[src/rtl/retimed_phase_sel_pkg.sv]
package retimed_phase_sel_pkg;

    typedef enum logic [1:0] {
        CELL_IDLE = 2'd0,
        CELL_WAIT = 2'd1,
        CELL_LIVE = 2'd2
    } cell_state_e;

endpackage

[src/rtl/rps_delay_line.sv]
module rps_delay_line #(
    parameter int WIDTH  = 4,
    parameter int STAGES = 1
) (
    input  logic             clk_i,
    input  logic             rst_ni,
    input  logic [WIDTH-1:0] rst_val_i,
    input  logic [WIDTH-1:0] d_i,
    output logic [WIDTH-1:0] q_o
);

    generate
        if (STAGES == 0) begin : g_pass
            assign q_o = d_i;
        end else begin : g_regs
            logic [WIDTH-1:0] pipe_q [STAGES];
            for (genvar s = 0; s < STAGES; s++) begin : g_stage
                always_ff @(posedge clk_i) begin
                    if (!rst_ni) begin
                        pipe_q[s] <= rst_val_i;
                    end else if (s == 0) begin
                        pipe_q[s] <= d_i;
                    end else begin
                        pipe_q[s] <= pipe_q[(s == 0) ? 0 : s-1];
                    end
                end
            end
            assign q_o = pipe_q[STAGES-1];
        end
    endgenerate

endmodule

[src/rtl/rps_phase_cell.sv]
module rps_phase_cell
    import retimed_phase_sel_pkg::*;
#(
    parameter bit START_LIVE = 1'b0
) (
    input  logic clk_i,
    input  logic rst_ni,
    input  logic phase_i,
    input  logic sel_i,
    input  logic yield_i,
    output logic live_o
);

    cell_state_e state_q, state_d;

    // state register
    always_ff @(posedge clk_i) begin
        if (!rst_ni) begin
            state_q <= START_LIVE ? CELL_LIVE : CELL_IDLE;
        end else begin
            state_q <= state_d;
        end
    end

    // next state: every move of the enable happens only while this phase is high
    always_comb begin
        state_d = state_q;
        unique case (state_q)
            CELL_IDLE: begin
                if (sel_i && phase_i) begin
                    state_d = CELL_LIVE;        // SEIZE
                end else if (sel_i) begin
                    state_d = CELL_WAIT;        // ARM
                end
            end
            CELL_WAIT: begin
                if (!sel_i) begin
                    state_d = CELL_IDLE;        // DISARM
                end else if (phase_i) begin
                    state_d = CELL_LIVE;        // SEIZE
                end
            end
            CELL_LIVE: begin
                if (yield_i) begin
                    state_d = CELL_IDLE;        // YIELD
                end
            end
            default: state_d = CELL_IDLE;
        endcase
    end

    // outputs
    always_comb begin
        live_o = (state_q == CELL_LIVE);
    end

endmodule

[src/rtl/retimed_phase_sel.sv]
module retimed_phase_sel #(
    parameter int N_PH = 4,
    parameter int DLY  = 1
) (
    input  logic            clk_i,
    input  logic            rst_ni,
    input  logic [N_PH-1:0] phase_i,
    input  logic [N_PH-1:0] sel_i,
    output logic [N_PH-1:0] en_o,
    output logic [N_PH-1:0] phase_o
);

    localparam int EN_EXTRA = DLY - 1;
    localparam logic [N_PH-1:0] EN_RESET = {{(N_PH-1){1'b0}}, 1'b1};

    logic [N_PH-1:0] live;
    logic [N_PH-1:0] yield;

    generate
        for (genvar k = 0; k < N_PH; k++) begin : g_cell
            localparam int NXT = (k + 1) % N_PH;
            // the outgoing cell yields on the very condition that lets the next one seize
            assign yield[k] = sel_i[NXT] & phase_i[NXT];

            rps_phase_cell #(
                .START_LIVE(k == 0)
            ) cell_i (
                .clk_i  (clk_i),
                .rst_ni (rst_ni),
                .phase_i(phase_i[k]),
                .sel_i  (sel_i[k]),
                .yield_i(yield[k]),
                .live_o (live[k])
            );
        end
    endgenerate

    rps_delay_line #(
        .WIDTH (N_PH),
        .STAGES(EN_EXTRA)
    ) en_dly_i (
        .clk_i    (clk_i),
        .rst_ni   (rst_ni),
        .rst_val_i(EN_RESET),
        .d_i      (live),
        .q_o      (en_o)
    );

    rps_delay_line #(
        .WIDTH (N_PH),
        .STAGES(DLY)
    ) ph_dly_i (
        .clk_i    (clk_i),
        .rst_ni   (rst_ni),
        .rst_val_i('0),
        .d_i      (phase_i),
        .q_o      (phase_o)
    );

endmodule

[config.mk]
export PLATFORM = sky130hd
export DESIGN_NAME = retimed_phase_sel
export DESIGN_NICKNAME = d
export VERILOG_FILES = /design/src/rtl/retimed_phase_sel_pkg.sv /design/src/rtl/rps_delay_line.sv /design/src/rtl/rps_phase_cell.sv /design/src/rtl/retimed_phase_sel.sv
export SDC_FILE = /design/constraint.sdc
export NUM_CORES = 1
export LEC_CHECK = 0
export BUFFER_PORTS_ARGS = -buffer_cell sky130_fd_sc_hd__buf_2
export CAP_MARGIN = 20
export CORE_AREA = 2 2 39 41
export DETAILED_ROUTE_END_ITERATION = 12
export DIE_AREA = 0 0 41 43
export PLACE_DENSITY_LB_ADDON = 0.2
export SLEW_MARGIN = 10
export SYNTH_ARGS = -nofsm -noshare
export SYNTH_HDL_FRONTEND = slang
export SYNTH_SLANG_ARGS = --single-unit
[constraint.sdc]
create_clock -name clk_i -period 1.1 [get_ports clk_i]
set_clock_uncertainty 0.2 [all_clocks]
set_input_delay 0.22 -clock clk_i [delete_from_list [all_inputs] [get_ports clk_i]]
set_output_delay 0.22 -clock clk_i [all_outputs]
set_load 0.01 [all_outputs]
==> results_dict.tcl, run 1 <==
set metrics [dict create \
    cts_buffers 3 \
    final-max-slew-violation-count 0 \
    placed_cells 71 \
    power_density_nw_per_um2 1260 \
    ir_worst_vdd_mv 0.612 \
    insertedDiodeCount 0 \
    grt_pass1_wl_um 1300 \
    fmax_mhz 789 \
    core_area_um2 1380 \
    dieArea_um2 1760 \
    hold_violations 0 \
    die_w_um 41 \
    reg2reg_to "g_cell[1].cell_i.state_q[1]" \
    cts_buffer_depth 2 \
    rrSetupSlack_ns 0.03 \
    ant_nets 0 \
    grt.total_usage 0.110 \
    hp-start "rst_ni" \
    worstReg2RegStart "g_cell[1].cell_i.state_q[1]" \
    clock-sinks 12 \
    fin_ws_ns -0.168 \
    min_to "g_cell[0].cell_i.state_q[1]" \
    dp_hpwl_um 555 \
    syn_area_um2 470 \
    crit_arrival_ns 0.85 \
    min_path_type "input port to flip-flop" \
    clock_latency_ns 0.26 \
    synth_fp_nets 53 \
    h-tree-depth 1 \
    drtIter0Drc 2 \
    grt_setup_unrepaired "true" \
    p_leak_uw 0.000334 \
    synth_cells 43 \
    drv_cap 0 \
    rows 14 \
    area_growth_pct 49.5 \
    ys_ff_latch 12 \
    layout_common_cells "buf_2, dfxtp_1, nand2_1, buf_6" \
    yosysSeqAreaShare 0.511 \
    start_kind "flip-flop" \
    violations "negative setup slack" \
    initial_utilization 0.340 \
    post-route-min-period_ns 1.27 \
    instances_no_fill 83 \
    tns_ns -0.667 \
    drc 0 \
    postRouteWirelength_um 854 \
    critical_path_class "flip-flop to output pin" \
    status "finished, violations left" \
    finish.net_count 79 \
    final-setup-viol-count 7 \
    max-slew-margin-rel 0.849 \
    layout-drive-gt1-share 0.582 \
    worst_ep_required_time_ns 0.68 \
    rr_worst_depth 4 \
    avgRoutedWirePerCell_um 10.3 \
    antenna_found_initial 0 \
    worst-slew-pin-transition_ns 0.223 \
    tritoncts "built" \
    timing.critical_path.to_type "output pin" \
    globalplace.congestion 0.646 \
    grt_pass1_vias 359 \
    ys_types 15 \
    whs_ns 0.00623 \
    syn_avg_cell_area_um2 10.9 \
    fillers 133 \
    drtPass1Iterations 2 \
    period_share 1.15 \
    final_common_cell "buf_2" \
    crit_fanout 2 \
    dieHeight_um 43 \
    p_total_uw 885 \
    ys_warn_count 0 \
    pin_count 18 \
    vias_per_cell 4.45 \
    grt_max_degree 13 \
    clkTransAtPathRegs_ns 0.07 \
    gr-total-overflow 0 \
    num_vias 369 \
    holdPathStages 2 \
    cts_root_buf "clkbuf_4" \
    port_buffers 17 \
]
==> worst max-delay path: stages (launching register included) <==
cell	delay, ns
dfxtp_2	0.33
nor2b_4	0.15
buf_6	0.11
==> registers in the layout, summed over array words and instances (netlist names) <==
register	cells
ph_dly_i.g_regs.pipe_q	4
g_cell.cell_i.state_q	8
==> final cells by class <==
type / instances / area (um2) / area share
sequential: 12 / 246 / 0.351
multi-input combinational: 25 / 210 / 0.299
timing repair buffer: 26 / 200 / 0.285
clock buffer: 3 / 22.5 / 0.0320
tap: 16 / 20.0 / 0.0285
inverter: 1 / 3.75 / 0.00534
==> cell families (layout without fill, tap and decap cells) <==
| group | count (synthesis) | count (layout) | synth area share |
|---|---|---|---|
| and+or+nand+nor | 21 | 21 | 0.330 |
| DFF | 12 | 12 | 0.511 |
| buffers and inverters | 6 | 30 | 0.0878 |
| AOI/OAI and AO/OA | 4 | 4 | 0.0718 |
==> synthesized netlist by cell type <==
cell type,count,area share
a21boi_1,1,0.016
inv_1,1,0.0080
a32oi_1,1,0.019
and2_2,1,0.016
dfxtp_1,12,0.51
clkbuf_4,1,0.016
or2_0,1,0.013
and4bb_2,3,0.080
o2bb2ai_1,2,0.037
buf_4,4,0.064
nor2b_1,2,0.027
nand2_1,6,0.048
nor4bb_1,1,0.021
and2_1,5,0.066
nor2b_4,2,0.059
==> metrics by stage <==
stage	area, um2	util	setup WS, ns
after floorplan	470	-	0.0802
after global placement	538	0.389	0.0660
after detailed placement	538	0.389	0.0501
after CTS	676	0.488	-0.171
after global routing	703	0.508	-0.212
final	703	0.508	-0.168
==> power by group <==
group          internal [uW]  leakage, uW  total, uW  switching (uW)
clock network            126    0.0000138        255             129
registers                460     0.000100        471            11.4
logic                    102     0.000220        159            56.6
==> metal layers <==
| layer | wire, um | vias up | track usage |
|---|---|---|---|
| met2 | 429 | 7 | 0.159 |
| met1 | 377 | 171 | 0.130 |
| met3 | 47 | 0 | 0.0314 |
| met4 | 0 | 0 | 0.0800 |
| li1 | - | 191 | - |
| met5 | 0 | - | 0 |
==> how the worst max path moves through the flow <==
stage                           startpoint  endpoint  depth (start not counted)
2_1_floorplan  g_cell[0].cell_i.state_q[1]   en_o[0]                          2
3_3_place_gp   g_cell[0].cell_i.state_q[1]   en_o[0]                          2
3_5_place_dp   g_cell[0].cell_i.state_q[1]   en_o[0]                          2
4_1_cts        g_cell[3].cell_i.state_q[1]   en_o[3]                          2
5_1_grt        g_cell[3].cell_i.state_q[1]   en_o[3]                          2
6_report       g_cell[1].cell_i.state_q[1]   en_o[1]                          2
==> repair_timing <==
action                     4_1_cts  5_1_grt
setup buffers                    4        1
gates resized for setup         12        5
pin swaps                        1        1
hold buffers                     4        0
setup endpoints to repair        8       11
hold endpoints to repair         5        0
Power figures use the tool's default switching activity.
==> inputs of run 2 (changes only) <==
SYNTH_HIERARCHICAL = 1   (was not set)
==> results_dict.tcl, run 2 <==
set metrics [dict create \
    ys_warn_count 6 \
    postRouteWirelength_um 914 \
    drc 0 \
    layout-drive-gt1-share 0.468 \
    clkTransAtPathRegs_ns 0.07 \
    p_total_uw 896 \
    finish.net_count 89 \
    dieHeight_um 43 \
    dieArea_um2 1760 \
    violations "negative setup slack" \
    top_layer "met4" \
    cts_buffer_depth 2 \
    grt_pass1_vias 362 \
    pwr-share-seq 0.532 \
    layout_common_cells "buf_2, dfxtp_1, nand2_1, dfxtp_2" \
    core_area_um2 1380 \
    hold_violations 0 \
    ant_nets 0 \
    cts_root_buf "clkbuf_4" \
    dr_wl_met2_um 418 \
    p_leak_uw 0.000335 \
    gr-total-overflow 0 \
    dp_hpwl_um 641 \
    cts_buffers 3 \
    start_kind "flip-flop" \
    power.share.clock 0.287 \
    top_register "g_cell.cell_i/state_q" \
    drtIter0Drc 2 \
    period_share 1.19 \
    wl_met3_um 64 \
    switching_share 0.233 \
    port_buffers 17 \
    crit_fanout 2 \
    instances_no_fill 93 \
    clock-sinks 12 \
    status "finished, violations left" \
    post-route-util 0.513 \
    grt_max_degree 13 \
    ir_worst_vdd_mv 0.683 \
    final_common_cell "buf_2" \
    globalplace.congestion 0.614 \
    pin_count 18 \
    num_vias 419 \
    grt_pass1_wl_um 1390 \
    die_w_um 41 \
    antenna_found_initial 0 \
    drtPass1Iterations 3 \
    fillers 144 \
    critical_path_class "flip-flop to output pin" \
    area_growth_pct 44.3 \
    net-switching-power_uw 209 \
    placed_cells 82 \
    tritoncts "built" \
    insertedDiodeCount 0 \
    avgRoutedWirePerCell_um 9.83 \
    power_density_nw_per_um2 1260 \
    power_frac_comb 0.181 \
    worst_ep_required_time_ns 0.68 \
    final-setup-viol-count 10 \
    min_path_type "input port to flip-flop" \
    crit_arrival_ns 0.89 \
    h-tree-depth 1 \
    fmax_mhz 764 \
    rows 14 \
    clock_latency_ns 0.26 \
    syn_avg_cell_area_um2 10.0 \
    drv_cap 0 \
    timing.critical_path.to_type "output pin" \
    synth_cells 49 \
    final-max-slew-violation-count 0 \
    post-route-min-period_ns 1.31 \
    grt_setup_unrepaired "true" \
    vias_per_cell 4.51 \
    largest_reg_flops 8 \
    initial_utilization 0.355 \
    p_int_uw 687 \
    grt.total_usage 0.122 \
    top_regs "g_cell.cell_i/state_q (8), ph_dly_i/g_regs.pipe_q (4)" \
    syn_area_um2 492 \
    met1Wirelength_um 417 \
    fin_ws_ns -0.209 \
]
[run 2: worst paths after layout]
| kind | start | endpoint | slack (ns) | cells after the start |
|---|---|---|---|---|
| setup / recovery | g_cell[1].cell_i/state_q[0] | en_o[1] | -0.21 | 2 |
| hold / removal | sel_i[2] | g_cell[2].cell_i/state_q[0] | 0.01 | 3 |
| setup reg to reg | g_cell[0].cell_i/state_q[1] | g_cell[0].cell_i/state_q[1] | -0.03 | 3 |
| hold reg to reg | g_cell[2].cell_i/state_q[1] | g_cell[2].cell_i/state_q[0] | 0.22 | 1 |
[run 2: stage by stage]
| step | setup WS, ns | hold WS (ns) | instance area (um2) | TNS (ns) |
|---|---|---|---|---|
| after floorplan | 0.0594 | 0.0959 | 503 | 0 |
| after global placement | -0.0645 | 0.224 | 586 | -0.0645 |
| after detailed placement | -0.0814 | 0.224 | 586 | -0.0814 |
| after CTS | -0.225 | 0.00402 | 674 | -0.962 |
| after global routing | -0.247 | 0.00720 | 709 | -1.21 |
| final | -0.209 | 0.0127 | 709 | -0.873 |
[run 2: per-layer routing]
layer	vias to the layer above	GRT usage
met5	-	0
met4	0	0.0800
met3	2	0.0628
met2	12	0.163
met1	192	0.148
li1	213	-
[run 2: worst max-delay path, cell delays in order, from the launching register on]
cell	delay, ns
dfxtp_1	0.31
and2b_1	0.18
buf_2	0.14
[run 2: final cells by class]
type	count	area (um2)	area share
Sequential cell	12	246	0.347
Multi-Input combinational cell	36	244	0.344
Timing Repair Buffer	26	176	0.249
Clock buffer	3	22.5	0.0317
Tap cell	16	20.0	0.0282
[run 2: what timing repair did]
| action | in CTS | in global routing |
|---|---|---|
| buffers inserted | 3 | 1 |
| setup endpoints to repair | 8 | 10 |
| hold buffers | 4 | 0 |
| hold endpoints to repair | 3 | 0 |
| gates resized for setup | 3 | 7 |
[run 2: power by group through the flow]
stage	logic, uW	clock network (uW)	registers [uW]
6_report	162	257	477
5_1_grt	179	287	478
4_1_cts	149	273	474
3_5_place_dp	126	0	483
3_3_place_gp	123	0	483
2_1_floorplan	76.1	0	488
